File: src/rtl/crit_pkg.sv
package crit_pkg;
  typedef enum logic {
    ST_IDLE = 1'b0,
    ST_RUN  = 1'b1
  } crit_state_e;
endpackage

File: src/rtl/crit_serdiv.sv
module crit_serdiv #(
  parameter int NUM_W  = 16,
  parameter int DEN_W  = 18,
  parameter int FRAC_W = 16
) (
  input  logic                clk,
  input  logic                rst_n,
  input  logic                kill,
  input  logic                start,
  input  logic [NUM_W-1:0]    num,
  input  logic [DEN_W-1:0]    den,
  output logic                last,
  output logic [FRAC_W:0]     quo_next
);
  localparam int REM_W = DEN_W + 1;
  localparam int Q_W   = FRAC_W + 1;
  localparam int STP_W = $clog2(FRAC_W + 1);

  logic [REM_W-1:0] rem;
  logic [DEN_W-1:0] den_q;
  logic [Q_W-1:0]   q;
  logic [STP_W-1:0] stp;
  logic             run;

  logic [REM_W-1:0] trial, rem_nxt;
  logic             ge;

  // One restoring step: the first step takes the integer bit, the later ones the fraction bits.
  always_comb begin
    trial    = (stp == '0) ? rem : {rem[REM_W-2:0], 1'b0};
    ge       = trial >= {1'b0, den_q};
    rem_nxt  = ge ? (trial - {1'b0, den_q}) : trial;
    quo_next = {q[Q_W-2:0], ge};
  end

  assign last = run && (stp == STP_W'(FRAC_W));

  always_ff @(posedge clk) begin
    if (!rst_n || kill) begin
      run   <= 1'b0;
      rem   <= '0;
      den_q <= '0;
      q     <= '0;
      stp   <= '0;
    end else if (start) begin
      run   <= 1'b1;
      rem   <= REM_W'(num);
      den_q <= den;
      q     <= '0;
      stp   <= '0;
    end else if (run) begin
      rem <= rem_nxt;
      q   <= quo_next;
      if (last) run <= 1'b0;
      else      stp <= stp + 1'b1;
    end
  end
endmodule

File: src/rtl/crit_argmax.sv
module crit_argmax #(
  parameter int N_THR = 4,
  parameter int ACC_W = 20,
  localparam int IDX_W = $clog2(N_THR)
) (
  input  logic [N_THR*ACC_W-1:0] acc_flat,
  output logic [IDX_W-1:0]       idx
);
  logic [ACC_W-1:0] top_val;

  // Strict greater-than keeps the earliest index on ties.
  always_comb begin
    idx     = '0;
    top_val = acc_flat[0 +: ACC_W];
    for (int i = 1; i < N_THR; i++) begin
      if (acc_flat[i*ACC_W +: ACC_W] > top_val) begin
        top_val = acc_flat[i*ACC_W +: ACC_W];
        idx     = IDX_W'(i);
      end
    end
  end
endmodule

File: src/rtl/crit_score_unit.sv
module crit_score_unit #(
  parameter int N_THR  = 4,
  parameter int CNT_W  = 16,
  parameter int FRAC_W = 16,
  parameter int ACC_W  = 20,
  localparam int IDX_W = $clog2(N_THR)
) (
  input  logic                   clk,
  input  logic                   rst_n,
  input  logic                   clr,
  input  logic                   iv_end,
  input  logic [N_THR*CNT_W-1:0] iv_counts,
  output logic [IDX_W-1:0]       best_idx,
  output logic                   best_vld
);
  import crit_pkg::*;

  localparam int SUM_W = CNT_W + IDX_W;
  localparam int SHR_W = FRAC_W + 1;

  function automatic logic [ACC_W-1:0] sat_add(input logic [ACC_W-1:0] a,
                                               input logic [SHR_W-1:0] b);
    logic [ACC_W:0] s;
    s = {1'b0, a} + (ACC_W+1)'(b);
    return s[ACC_W] ? {ACC_W{1'b1}} : s[ACC_W-1:0];
  endfunction

  function automatic logic [SUM_W-1:0] total(input logic [N_THR*CNT_W-1:0] v);
    logic [SUM_W-1:0] t;
    t = '0;
    for (int i = 0; i < N_THR; i++) t = t + SUM_W'(v[i*CNT_W +: CNT_W]);
    return t;
  endfunction

  crit_state_e             st;
  logic [IDX_W-1:0]        thr;
  logic [SUM_W-1:0]        sum_q;
  logic [N_THR*CNT_W-1:0]  cnt_q;
  logic [N_THR*ACC_W-1:0]  acc_flat;
  logic                    vld;

  // Named events for the checker.
  logic [SUM_W-1:0] sum_in;
  logic             accept, accept_zero, accept_nz;
  logic             div_last, add_ev, last_thr, div_start;
  logic [IDX_W-1:0] nxt_idx;
  logic [CNT_W-1:0] div_num;
  logic [SUM_W-1:0] div_den;
  logic [SHR_W-1:0] share;

  assign sum_in      = total(iv_counts);
  assign accept      = iv_end && (st == ST_IDLE) && !clr;
  assign accept_zero = accept && (sum_in == '0);
  assign accept_nz   = accept && (sum_in != '0);
  assign add_ev      = div_last && !clr && (st == ST_RUN);
  assign last_thr    = (thr == IDX_W'(N_THR - 1));
  assign nxt_idx     = last_thr ? thr : thr + 1'b1;
  assign div_start   = accept_nz || (add_ev && !last_thr);
  assign div_num     = accept_nz ? iv_counts[0 +: CNT_W] : cnt_q[nxt_idx*CNT_W +: CNT_W];
  assign div_den     = accept_nz ? sum_in : sum_q;

  crit_serdiv #(.NUM_W(CNT_W), .DEN_W(SUM_W), .FRAC_W(FRAC_W)) u_div (
    .clk      (clk),
    .rst_n    (rst_n),
    .kill     (clr),
    .start    (div_start),
    .num      (div_num),
    .den      (div_den),
    .last     (div_last),
    .quo_next (share)
  );

  always_ff @(posedge clk) begin
    if (!rst_n || clr) begin
      st    <= ST_IDLE;
      thr   <= '0;
      sum_q <= '0;
      cnt_q <= '0;
      vld   <= 1'b0;
    end else if (accept_zero) begin
      vld <= 1'b1;
    end else if (accept_nz) begin
      st    <= ST_RUN;
      thr   <= '0;
      sum_q <= sum_in;
      cnt_q <= iv_counts;
      vld   <= 1'b0;
    end else if (add_ev) begin
      if (last_thr) begin
        st  <= ST_IDLE;
        vld <= 1'b1;
      end else begin
        thr <= nxt_idx;
      end
    end
  end

  for (genvar g = 0; g < N_THR; g++) begin : g_acc
    always_ff @(posedge clk) begin
      if (!rst_n || clr)
        acc_flat[g*ACC_W +: ACC_W] <= '0;
      else if (add_ev && (thr == IDX_W'(g)))
        acc_flat[g*ACC_W +: ACC_W] <= sat_add(acc_flat[g*ACC_W +: ACC_W], share);
    end
  end

  crit_argmax #(.N_THR(N_THR), .ACC_W(ACC_W)) u_max (
    .acc_flat (acc_flat),
    .idx      (best_idx)
  );

  assign best_vld = vld;
endmodule

File: config.mk
export PLATFORM = sky130hd
export DESIGN_NAME = crit_score_unit
export DESIGN_NICKNAME = d
export VERILOG_FILES = /design/src/rtl/crit_pkg.sv /design/src/rtl/crit_serdiv.sv /design/src/rtl/crit_argmax.sv /design/src/rtl/crit_score_unit.sv
export SDC_FILE = /design/constraint.sdc
export NUM_CORES = 1
export LEC_CHECK = 0
export BUFFER_PORTS_ARGS = -buffer_cell sky130_fd_sc_hd__buf_2
export CAP_MARGIN = 20
export CORE_ASPECT_RATIO = 1.25
export CORE_MARGIN = 10
export CORE_UTILIZATION = 41
export CTS_BUF_LIST = sky130_fd_sc_hd__clkbuf_4
export CTS_CLUSTER_SIZE = 12
export DETAILED_ROUTE_END_ITERATION = 10
export GPL_TIMING_DRIVEN = 0
export PLACE_DENSITY = 0.65
export SYNTH_ARGS = -nofsm -noshare
export SYNTH_HDL_FRONTEND = slang
export SYNTH_HIERARCHICAL = 1
export SYNTH_SLANG_ARGS = --single-unit
File: constraint.sdc
create_clock -name clk -period 15.1 [get_ports clk]
set_input_delay 0 -clock clk [delete_from_list [all_inputs] [get_ports clk]]
set_output_delay 0 -clock clk [all_outputs]
set_load 0.02 [all_outputs]
==> out/metrics.sh <==
WORST-SLEW-PIN-TRANSITION_NS=0.975
TRITONCTS_NUM_SINKS=209
WORST-SETUP-PATH-TYPE='flip-flop to flip-flop'
LAYOUT.CELLS.MOST_COMMON='a21oi_1'
PLACE_HPWL_UM=39600
ANT_NETS=0
FINALCRITPERIODSHARE=0.516
COMBINATIONALPOWERSHARE=0.258
PERIOD_NEEDED_NS=7.79
FINAL_NETS=2396
GRT_USE_MET2=0.380
FIN_SETUP_TNS_NS=0
DIE-WIDTH_UM=197
IO_BUFFER_COUNT=70
AREA_GROWTH_SYN_TO_LAYOUT_PCT=14.3
TRITONCTS_CLOCK_TREE='done'
WORSTSETUPSTARTPOINTTYPE='flip-flop'
GR-USAGE-MET1=0.236
SYNTH.DISTINCT_CELLS=83
FRACTION_OF_POWER_CONSUMED_BY_THE_CLOCK_NETWORK=0.353
GRT_USAGE=0.212
P_SEQ_FRAC=0.389
STATUS='finished, final reports clean'
TRITONCTS.NUM_BUFFERS=57
REG2REG_FROM='u_div/stp[0]'
IR_WORST_VDD_V=0.0000586
CP-END-KIND='flip-flop'
WEIGHTED_CONGESTION_REPORTED_AT_THE_END_OF_ROUTABILITY_DRIVEN_PLACEMENT=0.944
SYN-NUM-NETS=2203
CORE-AREA_UM2=38900
TOTAL_POWER_mW=1.45
FIRST_ITER_VIOLATIONS=920
VIAS=15500
GRT_FIRST_PASS_WIRELENGTH_UM=81000
GRT-BUSIEST-LAYER='met2'
ROUTEDWLPERCELL_UM=19.4
SETUP.WORST_PATH.START='u_div/stp[0]'
SYNTH_SEQ_CELLS=209
SYNTHESIZED_AREA_DIVIDED_BY_SYNTHESIZED_CELL_COUNT_UM2=8.32
FINISH.UTILIZATION=0.473
POWER_LEAKAGE_nW=7.88
STARTING_DENSITY=0.413
CTS_RESIZED=0
NET-SWITCHING-POWER_uW=495
P_INT_uW=954
LAYOUT_COMMON_CELLS='230 x a21oi_1, 209 x dfxtp_1, 167 x o21ai_0'
IO_PINS=71
WORST_SKEW_PAIR.LATE_LATENCY_NS=0.78
FINAL_HOLD_VIO_COUNT=0
FIRST_GLOBAL_VIAS=15400
FINAL_MAX_SLEW_VIOL_COUNT=0
TIMING.MAX_SLEW.REL_SLACK=0.342
CLK_TRANSITION_REPORTED_PATHS_NS=0.08
SYNTH_SEQUENTIAL_AREA_RATIO=0.260
FP.DIEAREA_UM2=47600
SYNTH-ASYNC-RESET-RATIO=0
SYNTH_FF_TYPE='dfxtp_1'
R2R_SETUP_SLACK_NS=7.31
HTREE_NUM_LEVELS=2
POWER_PER_CELL_AREA_nW_PER_UM2=78.7
GRT_USE_MET3=0.0315
SYN-INSTANCE-COUNT=1933
DETAILEDROUTE.FIRSTPASSITERATIONCOUNT=5
SWITCHING_SHARE=0.342
EDFF_COUNT_SYNTH=0
VIAS_PER_CELL=5.81
GRT_OVERFLOW=0
LIBRARY_CELL_USED_AS_CLOCK_ROOT_BUFFER='clkbuf_4'
TIMING.FINAL.SETUP_VIOLATIONS=0
ANTENNA_FOUND_INITIAL=1
CTS.PATH.MAX_BUFFERS=3
WORST_EP_REQUIRED_NS=15.68
TIMING.CRITICAL_PATH.TO='acc_flat[16]'
GRT_MAX_DEGREE=18
R2R.WORST_PATH.CELLS=27
TIMING.RR.END='acc_flat[16]'
CAP_VIOLATIONS=0
ROUTED_WIRE_LENGTH_UM=51700
MAX_FREQ_MHz=128
REMAINING_ROUTING_DRC_VIOLATIONS=0
FINAL_CLOCK_SKEW_NS=0.101
SETUP_REPAIR_AFTER_GLOBAL_ROUTING_MISSED_ITS_MARGIN='no'
TOTAL_OF_WARNINGS_RAISED_BY_YOSYS=6
FINAL_LAYOUT_SIZE_SUFFIX_GT1_FRAC=0.115
TIMING.HOLD.WORST.CLASS='input port to flip-flop'
CRITPATHARRIVALTIME_NS=8.37
PLACEMENTROWS=81
WORSTPATHMAXFANOUT=10
SYN_AREA_UM2=16100
CHIPHEIGHT_UM=241
[through the flow]
stage               instances  hold WS [ns]  worst slack, ns  area [um2]
detailed placement       2502         0.286             7.39       17100
CTS                      2665        0.0117             7.36       18400
finish                   2667        0.0653             7.31       18400
global route             2666        0.0457             6.73       18400
floorplan                1933         0.143             9.16       16100
global placement         2501         0.275             7.51       17100
[cells in the mapped netlist, types with 6 or more instances]
library cell  count  area [um2]
dfxtp_1         209        4180
a21oi_1         230        1150
nor2_1          137         514
o211ai_1          9        67.6
mux2i_1          79         791
nor3_1           31         155
o21ai_1          33         165
fa_1             37         741
xor2_1           51         447
nor2b_1          13        81.3
a31oi_1          15        93.8
a211oi_1         12        90.1
a21o_1           45         338
mux2_4           20         300
buf_1            15        56.3
nand2b_1         24         150
mux2_2           21         236
and3_1           16         100
o22ai_1          18         113
ha_1            165        2060
nand3_1          86         430
o21bai_1          6        45.0
inv_1           108         405
nand2_1          81         304
o21ai_0         167         836
or3_1             8        50.1
and2_1           10        62.6
nand4_1          25         156
o21a_1           24         180
a221oi_1          6        52.6
xnor2_1          35         307
clkbuf_1         67         251
a22oi_1          18         135
buf_6             9         101
[sequential cells by signal (all words and copies together), names as in the netlist]
signal	flops
u_div/q	16
st	1
u_div/rem	19
cnt_q	48
thr	2
u_div/run	1
best_vld	1
sum_q	18
u_div/den_q	18
acc_flat	80
u_div/stp	5
[worst min-delay path by stage]
stage	slack [ns]	startpoint	to	depth (start not counted)
after floorplan	0.14	iv_counts[16]	cnt_q[16]	2
after global placement	0.27	iv_counts[30]	cnt_q[30]	3
after detailed placement	0.29	iv_counts[30]	cnt_q[30]	3
after CTS	0.01	iv_counts[15]	u_div/rem[15]	5
after global routing	0.05	iv_counts[15]	u_div/rem[15]	5
final	0.07	iv_counts[11]	u_div/rem[11]	6
[area by class of cell]
class | instances | area (um2)
Timing Repair Buffer | 134 | 986
Antenna cell | 2 | 5.00
Clock buffer | 79 | 593
Clock inverter | 21 | 98.8
Fill cell | 3785 | 20500
Buffer | 99 | 457
Sequential cell | 209 | 4180
Inverter | 108 | 405
Multi-Input combinational cell | 1517 | 11000
Tap cell | 498 | 623
[layer usage]
layer / vias up / part of all wire / wire length (um)
li1: 7446 / - / -
met1: 7331 / 0.40 / 20500
met2: 559 / 0.50 / 25700
met3: 166 / 0.052 / 2670
met4: 0 / 0.054 / 2790
met5: - / 0 / 0
[repair_timing]
item	in CTS	in global routing
setup buffers	0	0
hold buffers	63	0
hold endpoints to repair	78	0
[critical path: stages (launching register included)]
cell and delay (ns):
dfxtp_1 0.35, inv_1 0.07, ha_1 0.14, nand2b_1 0.10, nor3_4 0.44, clkbuf_1 0.50, mux2_2 0.42, ha_1 0.36
a21oi_1 0.21, nand2_1 0.07, o21a_1 0.20, o32ai_1 0.58, o21ai_2 0.27, buf_4 0.26, buf_4 0.17, ha_1 0.21
inv_1 0.07, fa_1 0.22, nor2b_1 0.07, o21a_1 0.18, o21ai_0 0.34, a21o_1 0.23, a21oi_1 0.11, o31ai_1 0.50
a211oi_1 0.24, a41oi_1 0.84, buf_2 0.40, a21oi_1 0.10
[cells by family after synthesis]
logic type / count (synthesis) / share of synthesized area
xor+xnor: 86 / 0.0468
buf+inv: 207 / 0.0536
compound gates: 642 / 0.238
mux: 123 / 0.0851
flops: 209 / 0.260
simple gates: 464 / 0.142
fa+ha+maj: 202 / 0.174
[power by group through the flow]
stage               combinational, mW  sequential, mW  clock, mW
global route                    0.412           0.563      0.549
floorplan                       0.259           0.574          0
finish                          0.374           0.563      0.511
global placement                0.349           0.575          0
CTS                             0.369           0.563      0.523
detailed placement              0.354           0.575          0
Note: power is estimated with default switching activity, not from simulation.
